==> config.mk <==
export PLATFORM = sky130hd
export DESIGN_NAME = irq_accept_seq
export DESIGN_NICKNAME = d
export VERILOG_FILES = /design/src/rtl/irqa_pkg.sv /design/src/rtl/irqa_level_filter.sv /design/src/rtl/irqa_accept.sv /design/src/rtl/irqa_sequencer.sv /design/src/rtl/irq_accept_seq.sv
export SDC_FILE = /design/constraint.sdc
export NUM_CORES = 1
export LEC_CHECK = 0
export ABC_AREA = 0
export BUFFER_PORTS_ARGS = -buffer_cell sky130_fd_sc_hd__buf_2
export CORE_MARGIN = 1
export CORE_UTILIZATION = 37
export CTS_CLUSTER_SIZE = 14
export DETAILED_ROUTE_END_ITERATION = 7
export PLACE_DENSITY_LB_ADDON = 0.25
export SYNTH_ARGS = -nofsm -noshare
export SYNTH_HDL_FRONTEND = slang
export SYNTH_SLANG_ARGS = --single-unit
==> constraint.sdc <==
create_clock -name clk -period 3.2 [get_ports clk]
set_clock_uncertainty 0.1 [all_clocks]
set_input_delay 0.32 -clock clk [delete_from_list [all_inputs] [get_ports clk]]
set_output_delay 0.32 -clock clk [all_outputs]
set_load 0.005 [all_outputs]
==> src/rtl/irqa_pkg.sv <==
package irqa_pkg;

    typedef enum logic [2:0] {
        ST_IDLE,
        ST_IACK,
        ST_PUSH_PCL,
        ST_PUSH_PCH,
        ST_PUSH_SR,
        ST_VEC_HI,
        ST_VEC_LO
    } seq_state_e;

    // Snapshot taken at acceptance
    typedef struct packed {
        logic [2:0]  lvl;
        logic [15:0] sr;
        logic [31:0] pc;
    } irq_ctx_t;

    // Status word: supervisor flag at bit 13, mask at bits 10:8
    function automatic logic [15:0] pack_sr(input logic s, input logic [2:0] m);
        return {2'b00, s, 2'b00, m, 8'h00};
    endfunction

    function automatic logic [31:0] vec_offset(input logic [7:0] v);
        return {22'd0, v, 2'b00};
    endfunction

endpackage

==> src/rtl/irqa_level_filter.sv <==
module irqa_level_filter #(
    parameter int LVL_W    = 3,
    parameter int STABLE_N = 2
) (
    input  logic             clk,
    input  logic             rst,
    input  logic [LVL_W-1:0] raw_i,
    output logic [LVL_W-1:0] lvl_o,
    output logic             top_edge_o
);
    localparam logic [LVL_W-1:0] TOP = '1;

    logic [LVL_W-1:0] hist_q [STABLE_N];
    logic [LVL_W-1:0] lvl_q;
    logic [LVL_W-1:0] prev_q;
    logic             agree;

    always_ff @(posedge clk) begin
        if (rst) begin
            for (int i = 0; i < STABLE_N; i++) hist_q[i] <= '0;
        end else begin
            hist_q[0] <= raw_i;
            for (int i = 1; i < STABLE_N; i++) hist_q[i] <= hist_q[i-1];
        end
    end

    always_comb begin
        agree = 1'b1;
        for (int i = 1; i < STABLE_N; i++)
            if (hist_q[i] != hist_q[0]) agree = 1'b0;
    end

    always_ff @(posedge clk) begin
        if (rst) begin
            lvl_q  <= '0;
            prev_q <= '0;
        end else begin
            if (agree) lvl_q <= hist_q[0];
            prev_q <= lvl_q;
        end
    end

    assign lvl_o      = lvl_q;
    assign top_edge_o = (lvl_q == TOP) && (prev_q != TOP);

endmodule

==> src/rtl/irqa_accept.sv <==
module irqa_accept (
    input  logic       clk,
    input  logic       rst,
    input  logic [2:0] lvl_i,
    input  logic       top_edge_i,
    input  logic [2:0] mask_i,
    input  logic       ready_i,
    output logic       take_o,
    output logic [2:0] take_lvl_o
);
    logic pend_q;
    logic nmi_want;

    assign nmi_want = pend_q | top_edge_i;

    always_comb begin
        take_o     = 1'b0;
        take_lvl_o = lvl_i;
        if (ready_i) begin
            if (nmi_want) begin
                take_o     = 1'b1;
                take_lvl_o = 3'd7;
            end else if (lvl_i != 3'd0 && lvl_i != 3'd7 && lvl_i > mask_i) begin
                take_o     = 1'b1;
                take_lvl_o = lvl_i;
            end
        end
    end

    // Non-maskable entry is remembered until the sequencer is free
    always_ff @(posedge clk) begin
        if (rst) pend_q <= 1'b0;
        else     pend_q <= nmi_want & ~ready_i;
    end

endmodule

==> src/rtl/irqa_sequencer.sv <==
module irqa_sequencer
    import irqa_pkg::*;
#(
    parameter int          ADDR_W   = 24,
    parameter logic [31:0] SP_RESET = 32'h0000_1000,
    parameter logic [31:0] PC_RESET = 32'h0000_0400
) (
    input  logic              clk,
    input  logic              rst,
    input  logic              take_i,
    input  logic [2:0]        take_lvl_i,
    input  logic              vbr_load_i,
    input  logic [31:0]       vbr_val_i,
    output logic              mem_req_o,
    output logic              mem_we_o,
    output logic [ADDR_W-1:0] mem_addr_o,
    output logic [15:0]       mem_wdata_o,
    input  logic              mem_ack_i,
    input  logic [15:0]       mem_rdata_i,
    output logic [31:0]       pc_o,
    output logic [31:0]       sp_o,
    output logic [2:0]        mask_o,
    output logic              super_o,
    output logic              idle_o
);
    localparam int HI_W = ADDR_W - 4;

    seq_state_e        state_q;
    irq_ctx_t          ctx_q;
    logic [ADDR_W-1:0] vaddr_q;
    logic [15:0]       hi_q;
    logic [31:0]       pc_q, sp_q, vbr_q;
    logic [2:0]        mask_q;
    logic              super_q;
    logic [31:0]       vsum;
    logic [ADDR_W-1:0] push_addr;

    assign vsum      = vbr_q + vec_offset(mem_rdata_i[7:0]);
    assign push_addr = sp_q[ADDR_W-1:0] - ADDR_W'(2);

    always_ff @(posedge clk) begin
        if (rst) begin
            state_q <= ST_IDLE;
            ctx_q   <= '0;
            vaddr_q <= '0;
            hi_q    <= '0;
            pc_q    <= PC_RESET;
            sp_q    <= SP_RESET;
            vbr_q   <= '0;
            mask_q  <= '0;
            super_q <= 1'b0;
        end else begin
            if (vbr_load_i) vbr_q <= vbr_val_i;
            unique case (state_q)
                ST_IDLE: if (take_i) begin
                    ctx_q.lvl <= take_lvl_i;
                    ctx_q.sr  <= pack_sr(super_q, mask_q);
                    ctx_q.pc  <= pc_q;
                    super_q   <= 1'b1;
                    state_q   <= ST_IACK;
                end
                ST_IACK: if (mem_ack_i) begin
                    vaddr_q <= vsum[ADDR_W-1:0];
                    state_q <= ST_PUSH_PCL;
                end
                ST_PUSH_PCL: if (mem_ack_i) begin
                    sp_q    <= sp_q - 32'd2;
                    state_q <= ST_PUSH_PCH;
                end
                ST_PUSH_PCH: if (mem_ack_i) begin
                    sp_q    <= sp_q - 32'd2;
                    state_q <= ST_PUSH_SR;
                end
                ST_PUSH_SR: if (mem_ack_i) begin
                    sp_q    <= sp_q - 32'd2;
                    mask_q  <= ctx_q.lvl;
                    state_q <= ST_VEC_HI;
                end
                ST_VEC_HI: if (mem_ack_i) begin
                    hi_q    <= mem_rdata_i;
                    state_q <= ST_VEC_LO;
                end
                ST_VEC_LO: if (mem_ack_i) begin
                    pc_q    <= {hi_q, mem_rdata_i};
                    state_q <= ST_IDLE;
                end
                default: state_q <= ST_IDLE;
            endcase
        end
    end

    always_comb begin
        mem_req_o   = (state_q != ST_IDLE);
        mem_we_o    = 1'b0;
        mem_addr_o  = '0;
        mem_wdata_o = '0;
        unique case (state_q)
            ST_IACK:     mem_addr_o = {{HI_W{1'b1}}, ctx_q.lvl, 1'b0};
            ST_PUSH_PCL: begin
                mem_we_o    = 1'b1;
                mem_addr_o  = push_addr;
                mem_wdata_o = ctx_q.pc[15:0];
            end
            ST_PUSH_PCH: begin
                mem_we_o    = 1'b1;
                mem_addr_o  = push_addr;
                mem_wdata_o = ctx_q.pc[31:16];
            end
            ST_PUSH_SR: begin
                mem_we_o    = 1'b1;
                mem_addr_o  = push_addr;
                mem_wdata_o = ctx_q.sr;
            end
            ST_VEC_HI:   mem_addr_o = vaddr_q;
            ST_VEC_LO:   mem_addr_o = vaddr_q + ADDR_W'(2);
            default:     mem_addr_o = '0;
        endcase
    end

    assign pc_o    = pc_q;
    assign sp_o    = sp_q;
    assign mask_o  = mask_q;
    assign super_o = super_q;
    assign idle_o  = (state_q == ST_IDLE);

endmodule

==> src/rtl/irq_accept_seq.sv <==
module irq_accept_seq #(
    parameter int          ADDR_W   = 24,
    parameter int          STABLE_N = 2,
    parameter logic [31:0] SP_RESET = 32'h0000_1000,
    parameter logic [31:0] PC_RESET = 32'h0000_0400
) (
    input  logic              clk,
    input  logic              rst,
    input  logic [2:0]        ipl_i,
    input  logic              vbr_load_i,
    input  logic [31:0]       vbr_val_i,
    output logic              mem_req_o,
    output logic              mem_we_o,
    output logic [ADDR_W-1:0] mem_addr_o,
    output logic [15:0]       mem_wdata_o,
    input  logic              mem_ack_i,
    input  logic [15:0]       mem_rdata_i,
    output logic [31:0]       pc_o,
    output logic [31:0]       sp_o,
    output logic [2:0]        mask_o,
    output logic              super_o,
    output logic              busy_o
);
    logic [2:0] flt_lvl;
    logic       top_edge;
    logic       take;
    logic [2:0] take_lvl;
    logic       idle;

    irqa_level_filter #(.LVL_W(3), .STABLE_N(STABLE_N)) u_filter (
        .clk        (clk),
        .rst        (rst),
        .raw_i      (ipl_i),
        .lvl_o      (flt_lvl),
        .top_edge_o (top_edge)
    );

    irqa_accept u_accept (
        .clk        (clk),
        .rst        (rst),
        .lvl_i      (flt_lvl),
        .top_edge_i (top_edge),
        .mask_i     (mask_o),
        .ready_i    (idle),
        .take_o     (take),
        .take_lvl_o (take_lvl)
    );

    irqa_sequencer #(.ADDR_W(ADDR_W), .SP_RESET(SP_RESET), .PC_RESET(PC_RESET)) u_seq (
        .clk         (clk),
        .rst         (rst),
        .take_i      (take),
        .take_lvl_i  (take_lvl),
        .vbr_load_i  (vbr_load_i),
        .vbr_val_i   (vbr_val_i),
        .mem_req_o   (mem_req_o),
        .mem_we_o    (mem_we_o),
        .mem_addr_o  (mem_addr_o),
        .mem_wdata_o (mem_wdata_o),
        .mem_ack_i   (mem_ack_i),
        .mem_rdata_i (mem_rdata_i),
        .pc_o        (pc_o),
        .sp_o        (sp_o),
        .mask_o      (mask_o),
        .super_o     (super_o),
        .idle_o      (idle)
    );

    assign busy_o = ~idle;

endmodule

==> impl_metrics.py <==
metrics = {
    "detailed_routing": {
        "postRouteAntennaNets": 0,
        "viasPerCell": 5.072,
        "drc": 0,
        "post_drt_wl_per_cell_um": 15.52,
        "wl_mm": 24.88,
        "first_pass_iters": 5,
        "vias": 8130,
        "drtIter0Drc": 555,
    },
    "synth": {
        "synth_most_common_cell": "nand2_1",
        "netlist.area_leader.share_pct": 41.26,
        "ys_ff_latch": 186,
        "synth-async-reset-ratio_pct": 0,
        "synth_top_cell_by_area": "dfxtp_1",
        "synth.yosys.warnings": 0,
        "seq_area_frac_synth_pct": 41.26,
        "synth_area_per_cell_um2": 7.910,
        "ys_top_cells_by_area": "dfxtp_1 (41%), nand2_1 (9.9%), a21oi_1 (7.0%)",
        "syn_inst": 1141,
        "synthFlopType": "dfxtp_1",
        "synthTopCellsByCount": "nand2_1 (238), dfxtp_1 (186), a21oi_1 (126)",
        "syn_nets": 1210,
        "synthesis.area_mm2": 0.009025,
        "synth_edf_count": 0,
        "synth.distinct_cells": 59,
    },
    "place": {
        "dp_slack_ps": 381.0,
        "gp_congestion": 0.8619,
        "place_inst": 1564,
        "hpwl_mm": 17.70,
        "place_area_mm2": 0.01011,
        "io_buffers": 156,
    },
    "pwr": {
        "seqPwrFrac_pct": 49.0,
        "p_int_mw": 3.607,
        "pwr_density_cell_mw_per_mm2": 450.3,
        "p_sw_mw": 1.268,
        "p_total_mw": 4.875,
        "ir_drop_mv": 0.2816,
        "p_sw_share_pct": 26.01,
        "leakage_nw": 4.313,
        "p_clk_share_pct": 43.0,
        "comb_power_share_pct": 8.0,
    },
    "sta": {
        "fin_crit_ps": 3223,
        "report.final.slew_viol_count": 0,
        "setup_ws_ps": -22.55,
        "worst-slew-pin-transition_ps": 854.4,
        "slew_headroom_pct": 42.88,
        "post-route-period-util_pct": 100.7,
        "hold_viol_final": 0,
        "setup_violations": 2,
        "rsz0062_at_grt": "true",
        "max_freq_mhz": 310.3,
    },
    "cts": {
        "clkSinkCount": 186,
        "cts_tree": "yes",
        "clock_path_buffers": 2,
        "clk_latency_ps": 430,
        "htreeDepth": 4,
        "root_buffer": "clkbuf_16",
        "cts_inserted_buffers": 17,
        "clk_pin_slew_ps": 70,
    },
    "setup_path": {
        "startpoint": "u_seq.sp_o[1]",
        "startpoint_type": "flop",
        "r2r_end": "u_seq.vaddr_q[22]",
        "arrival_ps": 2800,
        "rrSetupSlack_ps": 520,
        "worst_ep_required_time_ps": 2780,
        "worstRegToRegCells": 8,
        "cp_max_fo": 5,
        "r2r_start": "u_seq.vbr_q[2]",
        "path_class": "flop to primary output",
        "end_kind": "primary output",
        "endpoint": "mem_addr_o[16]",
    },
    "cells_and_area": {
        "layoutNonFillerInstCount": 1603,
        "utilization_pct": 45.72,
        "num_antenna_cells": 0,
        "syn_to_final_growth_pct": 19.96,
        "multiInputGateArea_mm2": 0.005031,
        "nets": 1340,
        "final_area_mm2": 0.01083,
        "drive_gt1_share_pct": 19.55,
        "fill_cells": 2492,
        "final-seq-area_mm2": 0.003726,
    },
    "grt": {
        "grt_pass1_vias": 7144,
        "grt_util_all_layers_pct": 20.12,
        "grt_first_pass_wirelength_mm": 39.31,
        "antenna_found_initial": 1,
        "grt_max_degree": 86,
        "grt_remaining_overflow": 0,
    },
    "floorplan": {
        "pin_count": 166,
        "initial_core_util_pct": 38.11,
        "die_area_mm2": 0.02502,
        "coreArea_mm2": 0.02368,
        "rows": 56,
        "die_w_um": 158.2,
        "die_h_um": 158.2,
    },
    "run": {
        "cap_violations": 0,
    },
    "status": {
        "failed_checks": "setup timing",
        "status": "finished with violations",
    },
    "hold_path": {
        "hold_path_class": "input pin to flop",
    },
}
## worst max-delay path, stage by stage, from the launching register on
cell and delay (ps):
dfxtp_2 340, or3_4 390, or4_4 470, or3_4 420, or3_1 350, a31o_1 190, o211ai_2 70, buf_2 140
## placed cells by master (no fill, tap or decap), types with 5 or more instances in the layout
cell,count
ha_1,12
o21ai_0,34
nor2_1,120
nand4_1,6
nor3_1,17
and4_1,5
o221ai_1,10
a211oi_1,15
mux2i_1,48
nand2_1,238
dfxtp_1,184
xor2_1,38
a21oi_1,126
inv_1,11
buf_4,29
or4_1,5
nor2b_1,14
and3_1,11
buf_2,155
a21o_1,5
nand3_1,27
clkbuf_16,17
xnor2_1,40
or3_1,10
## routing by layer
metal  wire [µm]  vias up  global-route usage [%]
met5           0        -                       0
met4         395        0                   5.861
met3        1122       24                   3.668
met2       10600      178                   29.34
met1       12760     3765                   29.71
li1            -     4163                       -
## flip-flops by register name (all words and copies together) (netlist names), 6 cells and up
register	count
u_seq.hi_q	16
u_seq.vaddr_q	24
u_filter.hist_q	6
u_seq.sp_o	31
u_seq.ctx_q	39
u_seq.pc_o	32
u_seq.vbr_q	24
## metrics by stage
stage | TNS, ps | hold slack [ps]
final | -23.58 | 19.10
after global routing | -136.7 | 11.94
after CTS | -16.83 | 3.187
after detailed placement | 0 | 342.8
after global placement | 0 | 337.1
after floorplan | 0 | 331.2
## power groups by stage
stage | logic, mW | registers [mW] | clock network, mW
2_1_floorplan | 0.259 | 2.43 | 0
3_3_place_gp | 0.375 | 2.44 | 0
3_5_place_dp | 0.377 | 2.44 | 0
4_1_cts | 0.385 | 2.39 | 2.14
5_1_grt | 0.434 | 2.39 | 2.25
6_report | 0.392 | 2.39 | 2.10
## timing repair
action / 4_1_cts / 5_1_grt
gates resized for setup: 3 / 11
endpoints found under the hold margin: 1 / 0
pin swaps: 1 / 4
setup endpoints to repair: 2 / 13
hold buffers: 1 / 0
buffers inserted: 3 / 3
## layout make-up
cell class | count | share of cell area (%)
inverter | 12 | 0.4160
clock buffer | 20 | 4.311
sequential | 186 | 34.42
tap | 319 | 3.687
timing repair buffer | 187 | 9.557
multi-input combinational | 867 | 46.47
clock inverter | 12 | 1.144
## worst min path at each step
stage                   start          endpoint  slack (ps)  cells after the start
5_1_grt         vbr_val_i[18]   u_seq.vbr_q[18]          10                      3
2_1_floorplan  u_seq.vbr_q[0]  u_seq.vaddr_q[0]         330                      2
3_3_place_gp   u_seq.hi_q[15]    u_seq.pc_o[31]         340                      2
6_report        vbr_val_i[21]   u_seq.vbr_q[21]          20                      3
3_5_place_dp   u_seq.hi_q[15]    u_seq.pc_o[31]         340                      2
4_1_cts         vbr_val_i[18]   u_seq.vbr_q[18]           3                      3
## logic make-up after synthesis
logic type               after synthesis  synth area share (%)
AO/OA/AOI/OAI                        233                 15.38
XOR/XNOR                              80                 7.764
adder cells (fa/ha/maj)               14                 2.024
buffers and inverters                 88                 3.785
flip-flops                           186                 41.26
multiplexers                          51                 5.698
other                                  1               0.04155
AND/OR/NAND/NOR                      488                 24.05
No activity file was read; power rests on OpenSTA's default activity.
